$ cat src/rtl/irqc_pkg.sv
package irqc_pkg;
  localparam int unsigned BANK_W    = 32;
  localparam int unsigned SEL_W     = 4;

  typedef logic [BANK_W-1:0] word_t;

  typedef enum logic [SEL_W-1:0] {
    SEL_EVENTS = 4'h0,
    SEL_MASK   = 4'h4,
    SEL_ACK    = 4'h8,
    SEL_LEVELS = 4'hC
  } reg_sel_e;

  typedef struct packed {
    word_t events;
    word_t mask;
    word_t levels;
  } bank_state_t;
endpackage

$ cat src/rtl/irqc_sync.sv
module irqc_sync #(
  parameter int unsigned W = 64
) (
  input  logic         clk,
  input  logic         rst_n,
  input  logic [W-1:0] async_in,
  output logic [W-1:0] sync_out
);
  logic [W-1:0] meta_q;
  logic [W-1:0] stage_q;

  always_ff @(posedge clk or negedge rst_n) begin
    if (!rst_n) begin
      meta_q  <= '0;
      stage_q <= '0;
    end else begin
      meta_q  <= async_in;
      stage_q <= meta_q;
    end
  end

  assign sync_out = stage_q;
endmodule

$ cat src/rtl/irqc_bank.sv
module irqc_bank
  import irqc_pkg::*;
#(
  parameter word_t LVL_CFG = '0
) (
  input  logic        clk,
  input  logic        rst_n,
  input  word_t       lvl_in,
  input  logic        mask_we,
  input  logic        ack_we,
  input  word_t       wdata,
  output bank_state_t state,
  output logic        pending
);
  word_t events_q, events_d;
  word_t mask_q,   mask_d;
  word_t levels_q, levels_d;
  word_t rise;
  word_t ack_clr;

  // next-state
  always_comb begin
    rise     = lvl_in & ~levels_q;
    ack_clr  = ack_we ? (wdata & ~LVL_CFG) : '0;
    // a fresh edge outranks a same-cycle acknowledge
    events_d = (events_q & ~ack_clr) | (rise & ~LVL_CFG);
    mask_d   = wdata;
    levels_d = lvl_in;
  end

  // state registers
  always_ff @(posedge clk or negedge rst_n) begin
    if (!rst_n) begin
      events_q <= '0;
      levels_q <= '0;
    end else begin
      events_q <= events_d;
      levels_q <= levels_d;
    end
  end

  always_ff @(posedge clk or negedge rst_n) begin
    if (!rst_n) begin
      mask_q <= '0;
    end else if (mask_we) begin
      mask_q <= mask_d;
    end
  end

  assign state.events = events_q;
  assign state.mask   = mask_q;
  assign state.levels = levels_q;
  assign pending      = |((events_q | (levels_q & LVL_CFG)) & mask_q);
endmodule

$ cat src/rtl/irqc_regif.sv
module irqc_regif
  import irqc_pkg::*;
#(
  parameter int unsigned  NBANKS   = 2,
  parameter int unsigned  ADDR_W   = 12,
  parameter logic [11:0]  BASE_OFF = 12'h010
) (
  input  logic                     clk,
  input  logic                     rst_n,
  input  logic                     bus_valid,
  input  logic                     bus_write,
  input  logic [ADDR_W-1:0]        bus_addr,
  input  bank_state_t [NBANKS-1:0] st,
  output logic [NBANKS-1:0]        mask_we,
  output logic [NBANKS-1:0]        ack_we,
  output word_t                    rdata
);
  localparam int unsigned IDX_W = ADDR_W - SEL_W;

  logic [ADDR_W-1:0] rel;
  logic [IDX_W-1:0]  idx;
  logic [SEL_W-1:0]  sel;
  logic              hit;
  logic              rd_en;
  logic              wr_en;
  word_t             rdata_d;
  word_t             rdata_q;

  always_comb begin
    rel   = bus_addr - ADDR_W'(BASE_OFF);
    idx   = rel[ADDR_W-1:SEL_W];
    sel   = rel[SEL_W-1:0];
    hit   = (32'(idx) < NBANKS);
    rd_en = bus_valid && !bus_write;
    wr_en = bus_valid && bus_write && hit;
  end

  // write strobes
  always_comb begin
    mask_we = '0;
    ack_we  = '0;
    for (int b = 0; b < NBANKS; b++) begin
      if (wr_en && (32'(idx) == b)) begin
        mask_we[b] = (sel == SEL_MASK);
        ack_we[b]  = (sel == SEL_ACK);
      end
    end
  end

  // read mux
  always_comb begin
    rdata_d = '0;
    for (int b = 0; b < NBANKS; b++) begin
      if (hit && (32'(idx) == b)) begin
        unique case (sel)
          SEL_EVENTS: rdata_d = st[b].events;
          SEL_MASK:   rdata_d = st[b].mask;
          SEL_LEVELS: rdata_d = st[b].levels;
          default:    rdata_d = '0;
        endcase
      end
    end
  end

  always_ff @(posedge clk or negedge rst_n) begin
    if (!rst_n) begin
      rdata_q <= '0;
    end else if (rd_en) begin
      rdata_q <= rdata_d;
    end
  end

  assign rdata = rdata_q;
endmodule

$ cat src/rtl/dual_bank_irqc.sv
module dual_bank_irqc
  import irqc_pkg::*;
#(
  parameter int unsigned             NBANKS    = 2,
  parameter int unsigned             ADDR_W    = 12,
  parameter logic [11:0]             BASE_OFF  = 12'h010,
  parameter logic [NBANKS*BANK_W-1:0] LEVEL_CFG = {32'h1FF0_0000, 32'h0000_0000}
) (
  input  logic                     clk,
  input  logic                     rst_n,
  input  logic [NBANKS*BANK_W-1:0] irq_in,
  input  logic                     bus_valid,
  input  logic                     bus_write,
  input  logic [ADDR_W-1:0]        bus_addr,
  input  logic [BANK_W-1:0]        bus_wdata,
  output logic [BANK_W-1:0]        bus_rdata,
  output logic                     irq_out
);
  localparam int unsigned NIRQ = NBANKS * BANK_W;

  logic [NIRQ-1:0]          irq_sync;
  bank_state_t [NBANKS-1:0] bank_st;
  logic [NBANKS-1:0]        bank_pend;
  logic [NBANKS-1:0]        mask_we;
  logic [NBANKS-1:0]        ack_we;
  logic                     irq_d;
  logic                     irq_q;

  irqc_sync #(.W(NIRQ)) u_sync (
    .clk      (clk),
    .rst_n    (rst_n),
    .async_in (irq_in),
    .sync_out (irq_sync)
  );

  // line group g lands in bank NBANKS-1-g
  for (genvar b = 0; b < NBANKS; b++) begin : g_bank
    irqc_bank #(.LVL_CFG(LEVEL_CFG[b*BANK_W +: BANK_W])) u_bank (
      .clk     (clk),
      .rst_n   (rst_n),
      .lvl_in  (irq_sync[(NBANKS-1-b)*BANK_W +: BANK_W]),
      .mask_we (mask_we[b]),
      .ack_we  (ack_we[b]),
      .wdata   (bus_wdata),
      .state   (bank_st[b]),
      .pending (bank_pend[b])
    );
  end

  irqc_regif #(
    .NBANKS   (NBANKS),
    .ADDR_W   (ADDR_W),
    .BASE_OFF (BASE_OFF)
  ) u_regif (
    .clk       (clk),
    .rst_n     (rst_n),
    .bus_valid (bus_valid),
    .bus_write (bus_write),
    .bus_addr  (bus_addr),
    .st        (bank_st),
    .mask_we   (mask_we),
    .ack_we    (ack_we),
    .rdata     (bus_rdata)
  );

  always_comb irq_d = |bank_pend;

  always_ff @(posedge clk or negedge rst_n) begin
    if (!rst_n) begin
      irq_q <= 1'b0;
    end else begin
      irq_q <= irq_d;
    end
  end

  assign irq_out = irq_q;
endmodule

$ cat config.mk
export PLATFORM = sky130hd
export DESIGN_NAME = dual_bank_irqc
export DESIGN_NICKNAME = d
export VERILOG_FILES = /design/src/rtl/irqc_pkg.sv /design/src/rtl/irqc_sync.sv /design/src/rtl/irqc_bank.sv /design/src/rtl/irqc_regif.sv /design/src/rtl/dual_bank_irqc.sv
export SDC_FILE = /design/constraint.sdc
export NUM_CORES = 1
export LEC_CHECK = 0
export ABC_AREA = 1
export CELL_PAD_IN_SITES_DETAIL_PLACEMENT = 1
export CELL_PAD_IN_SITES_GLOBAL_PLACEMENT = 1
export CORE_ASPECT_RATIO = 1.25
export CORE_UTILIZATION = 47
export CTS_CLUSTER_SIZE = 24
export DETAILED_ROUTE_END_ITERATION = 12
export GPL_TIMING_DRIVEN = 0
export PLACE_DENSITY_LB_ADDON = 0.1
export SYNTH_ARGS = -nofsm -noshare
export SYNTH_HDL_FRONTEND = slang
export SYNTH_HIERARCHICAL = 1
export SYNTH_SLANG_ARGS = --single-unit
$ cat constraint.sdc
create_clock -name clk -period 2.73 [get_ports clk]
set_input_delay 0.819 -clock clk [delete_from_list [all_inputs] [get_ports clk]]
set_output_delay 0.819 -clock clk [all_outputs]
set_load 0.005 [all_outputs]
Word level (Yosys, flattened, before mapping)
Index checks and enable logic that the tools add are counted.
{"block": "totals", "register_bits": 353, "latchBits": 0, "ramBits": 0, "mem_bits_ro": 0, "inputBits": 112, "output_inout_bits": 33, "elab_cells": 50, "n_memories": 0}
{"block": "op_classes", "n_addsub": 1, "multipliers": 0, "n_div": 0, "n_lt_le_gt_ge": 1, "n_eq_ne": 4, "shifts": 0, "n_mux": 10, "bitwise": 13, "reduce_logical": 11}
{"cell": "$and 32x32->32", "n": 6}
{"cell": "$pmux 32 s3", "n": 2}
{"cell": "$mux 32", "n": 4}
{"cell": "$not 32->32", "n": 4}
{"cell": "$or 32x32->32", "n": 2}
{"cell": "$reduce_or 64->1", "n": 1}
{"cell": "$or 32x29->32", "n": 1}
{"cell": "$sub 12x5->12 const B", "n": 1}
{"cell": "$eq 4x4->1 const B", "n": 2}
{"cell": "$eq 8x1->1 const B", "n": 1}
{"cell": "$logic_not 8->1", "n": 1}
{"cell": "$lt 8x2->1 const B", "n": 1}
{"cell": "$logic_and 1x1->1", "n": 7}
{"cell": "$eq 4x3->1 const B", "n": 1}
{"cell": "$logic_not 4->1", "n": 1}
{"cell": "$mux 1", "n": 4}
{"cell": "$logic_not 1->1", "n": 1}

Longest topological paths before layout
Gate-level depths: netlist (run 1).
{"block": "logic_depth", "ltp_word": 9, "ltp_mapped": 14, "depth_no_buf": 11}

Modules after synthesis
The synthesis (run 1) kept the hierarchy.
{"module": "irqc_bank at g_bank[0].u_bank", "n_inst": 1, "cells_per_inst": 326, "area_each_um2": 3718.6, "seq_area_each_um2": 2402.3}
{"module": "irqc_regif", "n_inst": 1, "cells_per_inst": 699, "area_each_um2": 3585.9, "seq_area_each_um2": 800.8}
{"module": "irqc_bank at g_bank[1].u_bank", "n_inst": 1, "cells_per_inst": 290, "area_each_um2": 3413.3, "seq_area_each_um2": 2177.1}
{"module": "irqc_sync", "n_inst": 1, "cells_per_inst": 128, "area_each_um2": 3203.1, "seq_area_each_um2": 3203.1}
{"module": "dual_bank_irqc", "n_inst": 1, "cells_per_inst": 4, "area_each_um2": 36.3, "seq_area_each_um2": 25.0}

Least setup slack after synthesis (run 1)
OpenSTA, ideal clock, no wires.
{"block": "synth_timing", "path_kind": "in2reg", "from": "input port bus_addr[4]", "to": "register g_bank[1].u_bank.mask_q[10]", "setup_time_ns": 0.125, "arrival_time_ns": 2.583, "required_time_ns": 2.605, "path_slack_ns": 0.022, "path_stages": 13, "path_buffers": 4, "path_cell_list": "inv_1 -> ha_1 -> nand3_1 -> nor2_1 -> nand3_1 -> nor2_2 -> buf_4 -> buf_4 -> nand3_1 -> nor2_1 -> buf_6 -> buf_12 -> mux2_4"}
{"block": "synth_between", "elab_chain_len": 5, "elab_cells_between_ends": 6, "cone_classes": "1 x add/sub; 1 x order compare; 1 x eq/ne; 1 x mux; 2 x reduce/logical"}
{"item": "start: declaration", "line_no": "dual_bank_irqc.sv:14", "rtl": "input logic [ADDR_W-1:0] bus_addr,"}
{"item": "$sub 12x5->12 *", "line_no": "irqc_regif.sv:30", "rtl": "rel = bus_addr - ADDR_W'(BASE_OFF);"}
{"item": "$lt 8x2->1", "line_no": "irqc_regif.sv:33", "rtl": "hit = (32'(idx) < NBANKS);"}
{"item": "$logic_and 1x1->1", "line_no": "irqc_regif.sv:35", "rtl": "wr_en = bus_valid && bus_write && hit;"}
{"item": "$logic_and 1x1->1 *", "line_no": "irqc_regif.sv:43", "rtl": "if (wr_en && (32'(idx) == b)) begin"}
{"item": "$mux 1 *", "line_no": "irqc_regif.sv:43"}
{"item": "named net mask_we[1]", "line_no": "dual_bank_irqc.sv:24", "rtl": "logic [NBANKS-1:0] mask_we;"}
{"item": "end signal: assignment", "line_no": "irqc_bank.sv:46", "rtl": "mask_q <= mask_d;"}
{"item": "end: declaration", "line_no": "irqc_bank.sv:16", "rtl": "word_t mask_q, mask_d;"}
Mark *: on every way through the listed nets, which the timed path passes. The rest lies on a longest branch.
A chain may end at the register's enable or synchronous reset.

Worst setup path in the final report (run 1)
{"block": "layout_timing", "from": "input port bus_addr[1]", "to": "register u_regif.rdata_q[12] (netlist: u_regif/rdata[12])"}
{"block": "layout_between", "elab_chain_len": 5, "elab_cells_between_ends": 13, "cone_classes": "1 x add/sub; 1 x order compare; 3 x eq/ne; 4 x mux; 4 x reduce/logical"}
{"item": "$sub 12x5->12 *", "line_no": "irqc_regif.sv:30"}
{"item": "$lt 8x2->1, or another cell as far along", "line_no": "irqc_regif.sv:33"}
{"item": "$logic_and 1x1->1 / $pmux 32 s3 (equally long branches)", "line_no": "irqc_regif.sv:54, irqc_regif.sv:55"}
{"item": "$mux 32", "line_no": "irqc_regif.sv:54", "rtl": "if (hit && (32'(idx) == b)) begin"}
{"item": "$mux 32 *", "line_no": "irqc_regif.sv:54"}
{"item": "end signal: assignment", "line_no": "irqc_regif.sv:69", "rtl": "rdata_q <= rdata_d;"}
{"item": "end: declaration", "line_no": "irqc_regif.sv:27", "rtl": "word_t rdata_q;"}
Every way passes the cells marked *; elsewhere a longest branch is shown, timed or not.

==> results of run 1 <==
==> flip-flops by register name (all words and copies together) (netlist names) <==
name and count:
g_bank.u_bank/events_q 55, g_bank.u_bank/levels_q 64, g_bank.u_bank/mask_q 64, irq_out 1
u_regif/rdata 32, u_sync/meta_q 64, u_sync/sync_out 64
==> layout by cell type, fill, tap and decap left out, types with 16 or more instances in the layout <==
cell,netlist,routed
sky130_fd_sc_hd__nand2_1,575,575
sky130_fd_sc_hd__dfrtp_1,344,344
sky130_fd_sc_hd__clkdlybuf4s50_1,0,140
sky130_fd_sc_hd__inv_1,124,123
sky130_fd_sc_hd__nand3_1,107,106
sky130_fd_sc_hd__nor2_1,94,90
sky130_fd_sc_hd__mux2_4,60,60
sky130_fd_sc_hd__o21ai_0,55,55
sky130_fd_sc_hd__clkbuf_16,0,37
sky130_fd_sc_hd__buf_4,20,27
sky130_fd_sc_hd__buf_2,21,16
==> through the flow <==
stage | instance area, µm² | worst slack (ns) | total power, µW | std cells | hold WS (ns)
floorplan | 14000 | 0.0219 | 5520 | 1455 | 0.331
global placement | 15900 | -13.95 | 5900 | 1995 | 0.332
detailed placement | 16000 | -1.31 | 5920 | 1997 | 0.336
CTS | 17300 | 0.0167 | 11000 | 2063 | 0.347
global route | 17300 | 0.0101 | 11200 | 2061 | 0.349
finish | 17300 | 0.0839 | 10900 | 2061 | 0.336
==> layer usage <==
layer  vias to the layer above  wire [µm]
met5                         -          0
met4                         0       1200
met3                        81       1510
met2                       246      20500
met1                      5309      16800
li1                       4804          -
==> report_power, final <==
part	leakage [µW]	switching (µW)	total [µW]	internal [µW]
sequential	0.00407	74.4	5320	5240
clock	0.000603	1980	5030	3050
combinational	0.00406	303	513	210
total	0.00874	2360	10900	8510
==> layout make-up <==
| cell class | count | area [µm²] |
|---|---|---|
| Sequential cell | 344 | 8610 |
| Clock buffer | 53 | 1100 |
| Tap cell | 396 | 495 |
| Timing Repair Buffer | 151 | 1570 |
| Buffer | 61 | 482 |
| Multi-Input combinational cell | 915 | 4440 |
| Inverter | 132 | 495 |
| Fill cell | 3303 | 11900 |
| Clock inverter | 9 | 123 |
==> timing repair <==
| action | in CTS | in global routing |
|---|---|---|
| setup endpoints to repair | 119 | 19 |
| hold buffers | 0 | 0 |
| gates resized for setup | 19 | 4 |
| cloned | 1 | 0 |
| pin swaps | 3 | 3 |
| setup buffers | 4 | 0 |
==> critical path, delay by kind of cell <==
kind / cells / cell delay, ns
compound gates: 1 / 0.37
buf+inv: 4 / 1.24
simple gates: 4 / 0.66
==> how the worst max path moves through the flow <==
stage                                         to  depth (start not counted)
finish                         u_regif/rdata[12]                          9
global route         g_bank[0].u_bank/mask_q[11]                         13
CTS                  g_bank[0].u_bank/mask_q[18]                         10
floorplan            g_bank[1].u_bank/mask_q[10]                         13
detailed placement  g_bank[0].u_bank/events_q[6]                         15
global placement               u_sync/meta_q[38]                          1
==> cells by family after synthesis <==
group	count (synthesis)	share of synthesized area (%)
and+or+nand+nor	782	22.2
DFF	344	61.7
buffers and inverters	196	6.91
muxes	64	6.78
AOI/OAI and AO/OA	56	2.06
adders and majority gates	3	0.269
other	1	0.0269
xor gates and xnor gates	1	0.0628
==> reports/results.md, run 1 <==
- status: complete, no violations
- maxcap violations: 0
- share of synthesized area occupied by flip-flops and latches: 61.7%
- cells traversed along the worst timing path: clkdlybuf4s50_1 > nor2_4 > inv_2 > a211oi_2 > clkbuf_1 > nand2_1 > inv_1 > nand2_1 > nand2_1
- classification of the worst setup path: in2reg
- global-route wire length before repair: 63300 µm
- die boundary height: 195 µm
- TritonCTS clock tree: done
- first-pass iteration count of the detailed router: 4
- Cell Rows: 70
- top-area cell type share of the netlist area: 61.7%
- clock sink total: 344
- met2 Track Usage GR: 48.5%
- most frequent cell after synthesis: sky130_fd_sc_hd__nand2_1
- number of buffers added by the clock tree synthesis step: 36
- I/O pins: 145
- maximum clock skew at final layout: 0.0147 ns
- CP required: 3.18 ns
- critical path startpoint category: primary input
- path type of the worst min-delay path: in2async
- Worst R2R Setup Slack: 1.36 ns
- leading post-synthesis cells by cell area: sky130_fd_sc_hd__dfrtp_1 (62%), sky130_fd_sc_hd__nand2_1 (15%), sky130_fd_sc_hd__mux2_4 (6.5%)
- Clk Tree Root Cell: sky130_fd_sc_hd__clkbuf_16
- vias in the first global route: 11600
- Max Slew Vio Count: 0
- met3 Usage GRT: 3.86%
- final critical-path required period: 2.65 ns
- total overflow reported by the global router: 0
- endpoint type of the worst setup path: register
- horizontal die dimension: 156 µm
- areal power density over the cells: 628 nW/µm²
- origin of the worst setup path: bus_addr[1]
- clock latency of the later-clocked register in the worst-skew pair: 0.53 ns
- Final HPWL DP: 26900 µm
- maximum number of pins on one net before global-route repair: 127
- DRT iter0 DRCs: 567
- Final ANT Viol Nets: 0
- Max Buffers Root-to-Sink: 3
- Clock transition at path regs: 0.06 ns
- number of hold violations in the final report: 0
- final period utilization: 96.9%
- initial core utilization: 47.7%
- fin nets: 1756
- largest stage delay on the critical path: 0.59 ns
- post-route DRC violation count: 0
- library cell occupying the most area in the post-synthesis netlist: sky130_fd_sc_hd__dfrtp_1
- Mapped Avg Cell Area: 9.65 µm²
- core region area: 29300 µm²
- number of buffer cells added on primary ports: 144
- static power due to leakage: 0.00874 µW
- routed via count: 10400
- busiest layer in global routing: met2
- RSZ-0062 raised after global routing: false
- routed wire length: 40100 µm
- slowest cell on the critical path: sky130_fd_sc_hd__clkbuf_1
- Die Footprint: 30400 µm²
- Post-Synthesis Cell Area: 14000 µm²
- critical path fanouts, max: 10
- startpoint of the worst-slack reg-to-reg timing path: g_bank[0].u_bank/mask_q[2]
- register bit total from synthesis: 344
- number of failing setup endpoints in the final timing report: 0
- fraction of layout cells with a size suffix above 1: 12.0%
- Tightest Pin Transition: 0.850 ns
- Relative slew margins: 43.3%
- Final Core Density: 59.2%
- cell types with the highest counts after synthesis: sky130_fd_sc_hd__nand2_1 (575), sky130_fd_sc_hd__dfrtp_1 (344), sky130_fd_sc_hd__inv_1 (124), sky130_fd_sc_hd__nand3_1 (107), sky130_fd_sc_hd__nor2_1 (94)
- worst-case reg-to-reg path depth: 8
- number of synthesized flops with an enable pin: 0
- placer's final routability congestion estimate: 0.806
- maximum clock frequency: 378 MHz
- arrival time worst endpoint: 3.10 ns
- end of the worst register-to-register path: irq_out
- antenna violations before repair: 0
- Vias per Instance: 5.07
- number of levels the H-tree was split into: 2
- ant diodes: 0
- instance count of the mapped netlist: 1447
- async set-reset flop share out of synthesis: 100%
- routed len/inst: 19.4 µm
- most frequent cell on the critical path: sky130_fd_sc_hd__nand2_1
- Yosys cell types: 24
- setup TNS after final layout: 0 ns
- aggregate global-route resource usage: 27.7%
- most used flip-flop cell after synthesis: sky130_fd_sc_hd__dfrtp_1
- met1 track demand over resource: 34.7%
- worst voltage drop across the vdd grid: 0.825 mV
- total of warnings raised by yosys: 6
- Area growth, synth to finish: 24.0%
(Power assumes the default switching activity.)
==> run 2, diff against run 1 <==
--- a/config.mk
+++ b/config.mk
@@ -12,6 +12,7 @@
 export CORE_UTILIZATION = 47
 export CTS_CLUSTER_SIZE = 24
 export DETAILED_ROUTE_END_ITERATION = 12
+export GPL_ROUTABILITY_DRIVEN = 0
 export GPL_TIMING_DRIVEN = 0
 export PLACE_DENSITY_LB_ADDON = 0.1
 export SYNTH_ARGS = -nofsm -noshare
==> results of run 2 <==
The final DEF is identical to that of run 1; final timing and power are the same.
